==> src/rtl/mcq_pkg.sv <==
package mcq_pkg;
  // Class code: bit left after discarding the low priority bits
  typedef enum logic {
    CLS_LO = 1'b0,
    CLS_HI = 1'b1
  } cls_e;

  localparam int NUM_CLS = 2;
endpackage

==> src/rtl/mcq_fifo.sv <==
module mcq_fifo #(
  parameter int DEPTH = 32,
  parameter int W     = 18,
  parameter int CNT_W = 7,
  localparam int AW   = (DEPTH > 1) ? $clog2(DEPTH) : 1
) (
  input  logic             clk,
  input  logic             rst_n,
  input  logic             push,
  input  logic             pop,
  input  logic [W-1:0]     din,
  output logic [W-1:0]     dout,
  output logic [CNT_W-1:0] count,
  output logic             full,
  output logic             empty
);
  logic [W-1:0]  mem [DEPTH];
  logic [AW-1:0] wr_ptr, rd_ptr;

  function automatic logic [AW-1:0] nxt(input logic [AW-1:0] p);
    return (p == AW'(DEPTH - 1)) ? '0 : p + AW'(1);
  endfunction

  assign full  = (count == CNT_W'(DEPTH));
  assign empty = (count == '0);
  assign dout  = mem[rd_ptr];

  always_ff @(posedge clk) begin
    if (push) mem[wr_ptr] <= din;
  end

  always_ff @(posedge clk) begin
    if (!rst_n) begin
      wr_ptr <= '0;
      rd_ptr <= '0;
      count  <= '0;
    end else begin
      if (push) wr_ptr <= nxt(wr_ptr);
      if (pop)  rd_ptr <= nxt(rd_ptr);
      case ({push, pop})
        2'b10:   count <= count + CNT_W'(1);
        2'b01:   count <= count - CNT_W'(1);
        default: count <= count;
      endcase
    end
  end
endmodule

==> src/rtl/mcq_admit.sv <==
module mcq_admit
  import mcq_pkg::*;
#(
  parameter int PRIO_W = 3,
  parameter int FOLD   = 2,
  parameter int CNT_W  = 7
) (
  input  logic              enq_valid,
  input  logic [PRIO_W-1:0] enq_prio,
  input  logic [CNT_W-1:0]  thr_hi,
  input  logic [CNT_W-1:0]  thr_lo,
  input  logic [CNT_W-1:0]  occ_hi,
  input  logic [CNT_W-1:0]  occ_lo,
  input  logic              full_hi,
  input  logic              full_lo,
  output cls_e              enq_cls,
  output logic              push_hi,
  output logic              push_lo,
  output logic              accept,
  output logic              drop
);
  // Fold a transmit priority onto a queue class by shifting out low bits
  function automatic cls_e fold_prio(input logic [PRIO_W-1:0] p);
    logic [PRIO_W-1:0] s;
    s = p >> FOLD;
    return cls_e'(s[0]);
  endfunction

  function automatic logic room(input logic [CNT_W-1:0] occ,
                                input logic [CNT_W-1:0] thr,
                                input logic             is_full);
    return !is_full && (occ < thr);
  endfunction

  logic room_sel;

  always_comb begin
    enq_cls  = fold_prio(enq_prio);
    room_sel = (enq_cls == CLS_HI) ? room(occ_hi, thr_hi, full_hi)
                                   : room(occ_lo, thr_lo, full_lo);
    accept   = enq_valid && room_sel;
    drop     = enq_valid && !room_sel;
    push_hi  = accept && (enq_cls == CLS_HI);
    push_lo  = accept && (enq_cls == CLS_LO);
  end
endmodule

==> src/rtl/mcq_merge.sv <==
module mcq_merge
  import mcq_pkg::*;
#(
  parameter int TS_W = 8
) (
  input  logic [NUM_CLS-1:0] mc_valid,
  input  logic [TS_W-1:0]    mc_ts [NUM_CLS],
  input  logic [NUM_CLS-1:0] uc_valid,
  input  logic [TS_W-1:0]    uc_ts [NUM_CLS],
  input  logic               tx_ready,
  output logic               tx_valid,
  output cls_e               tx_class,
  output logic               tx_is_mc,
  output logic [NUM_CLS-1:0] mc_pop,
  output logic [NUM_CLS-1:0] uc_pop
);
  // a is strictly older than b when b-a (mod 2^TS_W) lies in the lower half-range
  function automatic logic ts_older(input logic [TS_W-1:0] a,
                                    input logic [TS_W-1:0] b);
    logic [TS_W-1:0] d;
    d = b - a;
    return (d != '0) && !d[TS_W-1];
  endfunction

  logic [NUM_CLS-1:0] mc_win, cls_valid;

  for (genvar c = 0; c < NUM_CLS; c++) begin : g_cls
    assign mc_win[c]    = mc_valid[c] && (!uc_valid[c] || ts_older(mc_ts[c], uc_ts[c]));
    assign cls_valid[c] = mc_valid[c] || uc_valid[c];
  end

  logic fire;

  always_comb begin
    tx_valid = |cls_valid;
    tx_class = cls_valid[CLS_HI] ? CLS_HI : CLS_LO;
    tx_is_mc = mc_win[tx_class];
    fire     = tx_ready && tx_valid;
    mc_pop   = '0;
    uc_pop   = '0;
    if (fire) begin
      if (mc_win[tx_class]) mc_pop[tx_class] = 1'b1;
      else                  uc_pop[tx_class] = 1'b1;
    end
  end
endmodule

==> src/rtl/mcq_egress_port.sv <==
module mcq_egress_port
  import mcq_pkg::*;
#(
  parameter int HI_DEPTH = 32,
  parameter int LO_DEPTH = 64,
  parameter int PRIO_W   = 3,
  parameter int FOLD     = 2,
  parameter int IDX_W    = 10,
  parameter int TS_W     = 8,
  localparam int MAXD    = (HI_DEPTH > LO_DEPTH) ? HI_DEPTH : LO_DEPTH,
  localparam int CNT_W   = $clog2(MAXD + 1),
  localparam int ENT_W   = IDX_W + TS_W
) (
  input  logic              clk,
  input  logic              rst_n,
  input  logic [CNT_W-1:0]  thr_hi,
  input  logic [CNT_W-1:0]  thr_lo,
  input  logic              enq_valid,
  input  logic [PRIO_W-1:0] enq_prio,
  input  logic [IDX_W-1:0]  enq_idx,
  input  logic [TS_W-1:0]   enq_ts,
  output logic              enq_accept,
  output logic              enq_drop,
  input  logic              uc_hi_valid,
  input  logic [TS_W-1:0]   uc_hi_ts,
  input  logic              uc_lo_valid,
  input  logic [TS_W-1:0]   uc_lo_ts,
  output logic              uc_pop_hi,
  output logic              uc_pop_lo,
  input  logic              tx_ready,
  output logic              tx_valid,
  output logic              tx_is_mc,
  output logic              tx_class,
  output logic [IDX_W-1:0]  tx_idx,
  output logic [TS_W-1:0]   tx_ts,
  output logic [CNT_W-1:0]  occ_hi,
  output logic [CNT_W-1:0]  occ_lo
);
  // Named internal events, visible to the bound checker
  cls_e               enq_cls;
  logic [NUM_CLS-1:0] push, mc_pop, uc_pop, full, empty;
  logic [CNT_W-1:0]   occ [NUM_CLS];
  logic [ENT_W-1:0]   head [NUM_CLS];
  logic [TS_W-1:0]    mc_ts [NUM_CLS];
  logic [TS_W-1:0]    uc_ts [NUM_CLS];
  cls_e               sel_cls;
  logic               hi_present;

  mcq_admit #(.PRIO_W(PRIO_W), .FOLD(FOLD), .CNT_W(CNT_W)) u_admit (
    .enq_valid (enq_valid),
    .enq_prio  (enq_prio),
    .thr_hi    (thr_hi),
    .thr_lo    (thr_lo),
    .occ_hi    (occ[CLS_HI]),
    .occ_lo    (occ[CLS_LO]),
    .full_hi   (full[CLS_HI]),
    .full_lo   (full[CLS_LO]),
    .enq_cls   (enq_cls),
    .push_hi   (push[CLS_HI]),
    .push_lo   (push[CLS_LO]),
    .accept    (enq_accept),
    .drop      (enq_drop)
  );

  for (genvar c = 0; c < NUM_CLS; c++) begin : g_q
    localparam int D = (c == int'(CLS_HI)) ? HI_DEPTH : LO_DEPTH;
    mcq_fifo #(.DEPTH(D), .W(ENT_W), .CNT_W(CNT_W)) u_fifo (
      .clk   (clk),
      .rst_n (rst_n),
      .push  (push[c]),
      .pop   (mc_pop[c]),
      .din   ({enq_idx, enq_ts}),
      .dout  (head[c]),
      .count (occ[c]),
      .full  (full[c]),
      .empty (empty[c])
    );
    assign mc_ts[c] = head[c][TS_W-1:0];
  end

  assign uc_ts[CLS_HI] = uc_hi_ts;
  assign uc_ts[CLS_LO] = uc_lo_ts;

  mcq_merge #(.TS_W(TS_W)) u_merge (
    .mc_valid (~empty),
    .mc_ts    (mc_ts),
    .uc_valid ({uc_hi_valid, uc_lo_valid}),
    .uc_ts    (uc_ts),
    .tx_ready (tx_ready),
    .tx_valid (tx_valid),
    .tx_class (sel_cls),
    .tx_is_mc (tx_is_mc),
    .mc_pop   (mc_pop),
    .uc_pop   (uc_pop)
  );

  assign hi_present = !empty[CLS_HI] || uc_hi_valid;
  assign tx_class   = sel_cls;
  assign tx_idx     = tx_is_mc ? head[sel_cls][ENT_W-1:TS_W] : '0;
  assign tx_ts      = tx_is_mc ? mc_ts[sel_cls] : uc_ts[sel_cls];
  assign uc_pop_hi  = uc_pop[CLS_HI];
  assign uc_pop_lo  = uc_pop[CLS_LO];
  assign occ_hi     = occ[CLS_HI];
  assign occ_lo     = occ[CLS_LO];
endmodule

==> config.mk <==
export PLATFORM = sky130hd
export DESIGN_NAME = mcq_egress_port
export DESIGN_NICKNAME = d
export VERILOG_FILES = /design/src/rtl/mcq_pkg.sv /design/src/rtl/mcq_fifo.sv /design/src/rtl/mcq_admit.sv /design/src/rtl/mcq_merge.sv /design/src/rtl/mcq_egress_port.sv
export SDC_FILE = /design/constraint.sdc
export NUM_CORES = 2
export LEC_CHECK = 0
export BUFFER_PORTS_ARGS = -buffer_cell sky130_fd_sc_hd__buf_2
export CORE_UTILIZATION = 40
export DETAILED_ROUTE_END_ITERATION = 12
export PLACE_DENSITY = 0.55
export SYNTH_ARGS = -nofsm -noshare
export SYNTH_HDL_FRONTEND = slang
export SYNTH_HIERARCHICAL = 1
export SYNTH_SLANG_ARGS = --single-unit
==> constraint.sdc <==
create_clock -name clk -period 14.3 [get_ports clk]
set_input_delay 1.43 -clock clk [delete_from_list [all_inputs] [get_ports clk]]
set_output_delay 1.43 -clock clk [all_outputs]
set_load 0.1 [all_outputs]
==> results.yml <==
pwr:
  power_density_mw_per_mm2: 148
  total_power_mw: 11.9
  ir_worst_vdd_mv: 0.192
  p_leak_nw: 24.7
job:
  drv_cap: 0
final_layout:
  fillers: 14600
  final_nets: 3715
  syn_to_final_growth_pct: 13.8
  utilization_pct: 45.9
  layout-drive-gt1-share_pct: 30.1
placed_design:
  hpwl_mm: 101
  io_buffers: 93
  gp_congestion: 0.796
floorplanning:
  ios: 96
  core.rowCount: 153
  core_mm2: 0.174
  die_area_mm2: 0.178
  start_util_pct: 40.4
  die_w_um: 422
  die_y_um: 422
status:
  outcome: "complete, no violations"
worst_setup_path:
  max_stage_delay_ns: 0.94
  crit_path_end_kind: "primary output"
  r2r_cells: 24
  worstSetupPathType: "register to primary output"
  crit_arrival_ns: 7.79
  cp_slowest_cell: "nor4_1"
  worstPathRequired_ns: 12.87
  r2r_slack_ns: 6.02
  crit-reg2reg-capture: "g_q[0].u_fifo/count[4]$_SDFFE_PN0P_"
  start_kind: "register"
  crit_family: "compound AO/OA/AOI/OAI gates"
  cp.buffers_inverters: 5
  crit_chain: "buf_12 -> buf_4 -> mux2_2 -> o22ai_1 -> a31oi_1 -> a311oi_2 -> nor4_1 -> inv_1 -> ha_1 -> o21ai_0 -> a21oi_1 -> o22ai_1 -> xnor2_1 -> a221oi_1 -> buf_4 -> o211a_1 -> mux4_2 -> buf_2"
  path_max_fanout: 82
worst_hold_path:
  hold_path_class: "register to register"
  hold_path_depth: 2
  min-delay-start: "g_q[0].u_fifo/rd_ptr[5]$_SDFFE_PN0P_"
synthesis:
  synth_area_mm2: 0.0704
  ys_warn_count: 6
  synth_fp_nets: 3483
  synth_cells: 3383
  synth_area_per_cell_um2: 20.8
clock_tree:
  clockBufferDepth: 3
  cts.sinks: 1775
  cts_root_buf: "clkbuf_16"
  ctsHoldBuffers: 0
  h-tree-depth: 4
  cts.clk_slew.worst_paths_ns: 0.06
  clock_latency_ns: 0.80
  cts_buffers: 183
  cts_setup_buffers: 0
  cts_tree: "built"
  post_cts_resized: 0
timing:
  tns_ns: 0
  maxSlewHeadroom_pct: 17.5
  max_freq_mhz: 108
  fin_skew_ns: 0.0288
  hold_viol: 0
  finalCriticalPeriod_ns: 9.22
  setup-violations-final: 0
  rsz0062_at_grt: "false"
  tightest_slew_ns: 1.24
  fin_hold_ws_ns: 0.526
  fin_crit_sh_pct: 64.5
  drv_slew: 0
drt:
  drt_pre_antenna_iters: 5
  first_iter_violations: 3138
  antenna_left: 0
  vias_per_cell: 5.52
  routedWlPerCell_um: 28.7
  drcViolationCount: 0
  num_vias: 33700
  routed_wl_mm: 175
global_routing:
  grt_pass1_vias: 34600
  grt_overflow: 0
  grt_use_total_pct: 19.7
  antenna_found_initial: 7
  grt_max_degree: 97
  grt_pass1_wl_mm: 252
-- per-layer routing --
metal	vias to the layer above	track usage, %	wire length, um
met5	-	0	17
met4	4	6.27	5110
li1	14600	-	-
met1	18100	26.7	74500
met2	800	32.7	87100
met3	213	2.89	8020
-- cells in the final DEF, fill, tap and decap left out, drive strengths merged, types with 23 or more instances in the layout --
cell type  count
o22ai         42
mux2i        113
o21ai         35
buf          238
dfxtp         47
clkinv        88
clkbuf       222
nor2         142
edfxtp      1728
nand2         77
nor2b         30
mux4         420
nand2b        23
ha            41
inv           57
a21oi         43
a211oi        59
mux2         103
-- worst max-delay path by stage --
stage | to | cells after the start | slack (ns)
2_1_floorplan | tx_idx[0] | 17 | 6.58
3_3_place_gp | tx_ts[7] | 18 | 5.70
3_5_place_dp | tx_ts[7] | 18 | 5.71
4_1_cts | tx_ts[7] | 18 | 4.80
5_1_grt | tx_ts[7] | 18 | 4.64
6_report | tx_ts[6] | 18 | 5.08
-- state kept, by name, indices dropped and copies added, names as in the netlist, named ones only --
| signal | cells |
|---|---|
| g_q.u_fifo/count | 14 |
| g_q.u_fifo/wr_ptr | 11 |
| g_q.u_fifo/rd_ptr | 11 |
| g_q.u_fifo/mem | 1728 |
-- final cells by class --
| class | count | area [um^2] | share of cell area [%] |
|---|---|---|---|
| antenna | 6 | 15.0 | 0.0187 |
| clock buffer | 222 | 4850 | 6.06 |
| clock inverter | 115 | 990 | 1.24 |
| inverter | 48 | 180 | 0.225 |
| multi-input combinational | 1369 | 16700 | 20.8 |
| sequential | 1775 | 52900 | 66.0 |
| tap | 2325 | 2910 | 3.63 |
| timing repair buffer | 238 | 1650 | 2.06 |
-- where the power goes --
| part | switching (mW) | leakage (nW) | internal [mW] | total [mW] |
|---|---|---|---|---|
| Clock | 1.97 | 2.87 | 2.70 | 4.66 |
| Sequential | 0.0393 | 15.9 | 5.73 | 5.77 |
| Combinational | 1.01 | 5.88 | 0.433 | 1.44 |
| Total | 3.02 | 24.7 | 8.86 | 11.9 |
-- worst reg2reg max path, delay by kind of cell, from the launching register on --
family / cells / cell delay, ns
compound gates: 11 / 2.10
mux: 1 / 0.32
flops: 1 / 0.67
xor+xnor: 2 / 0.28
fa+ha+maj: 3 / 1.19
simple gates: 3 / 2.05
buf+inv: 4 / 1.59
-- stage by stage --
| stage | cells | worst slack (ns) | area (um^2) |
|---|---|---|---|
| floorplan | 3383 | 6.58 | 70400 |
| global placement | 5755 | 5.70 | 74300 |
| detailed placement | 5755 | 5.71 | 74300 |
| CTS | 6092 | 4.80 | 80100 |
| global route | 6093 | 4.64 | 80100 |
| finish | 6098 | 5.08 | 80100 |
(Power assumes the default switching activity.)
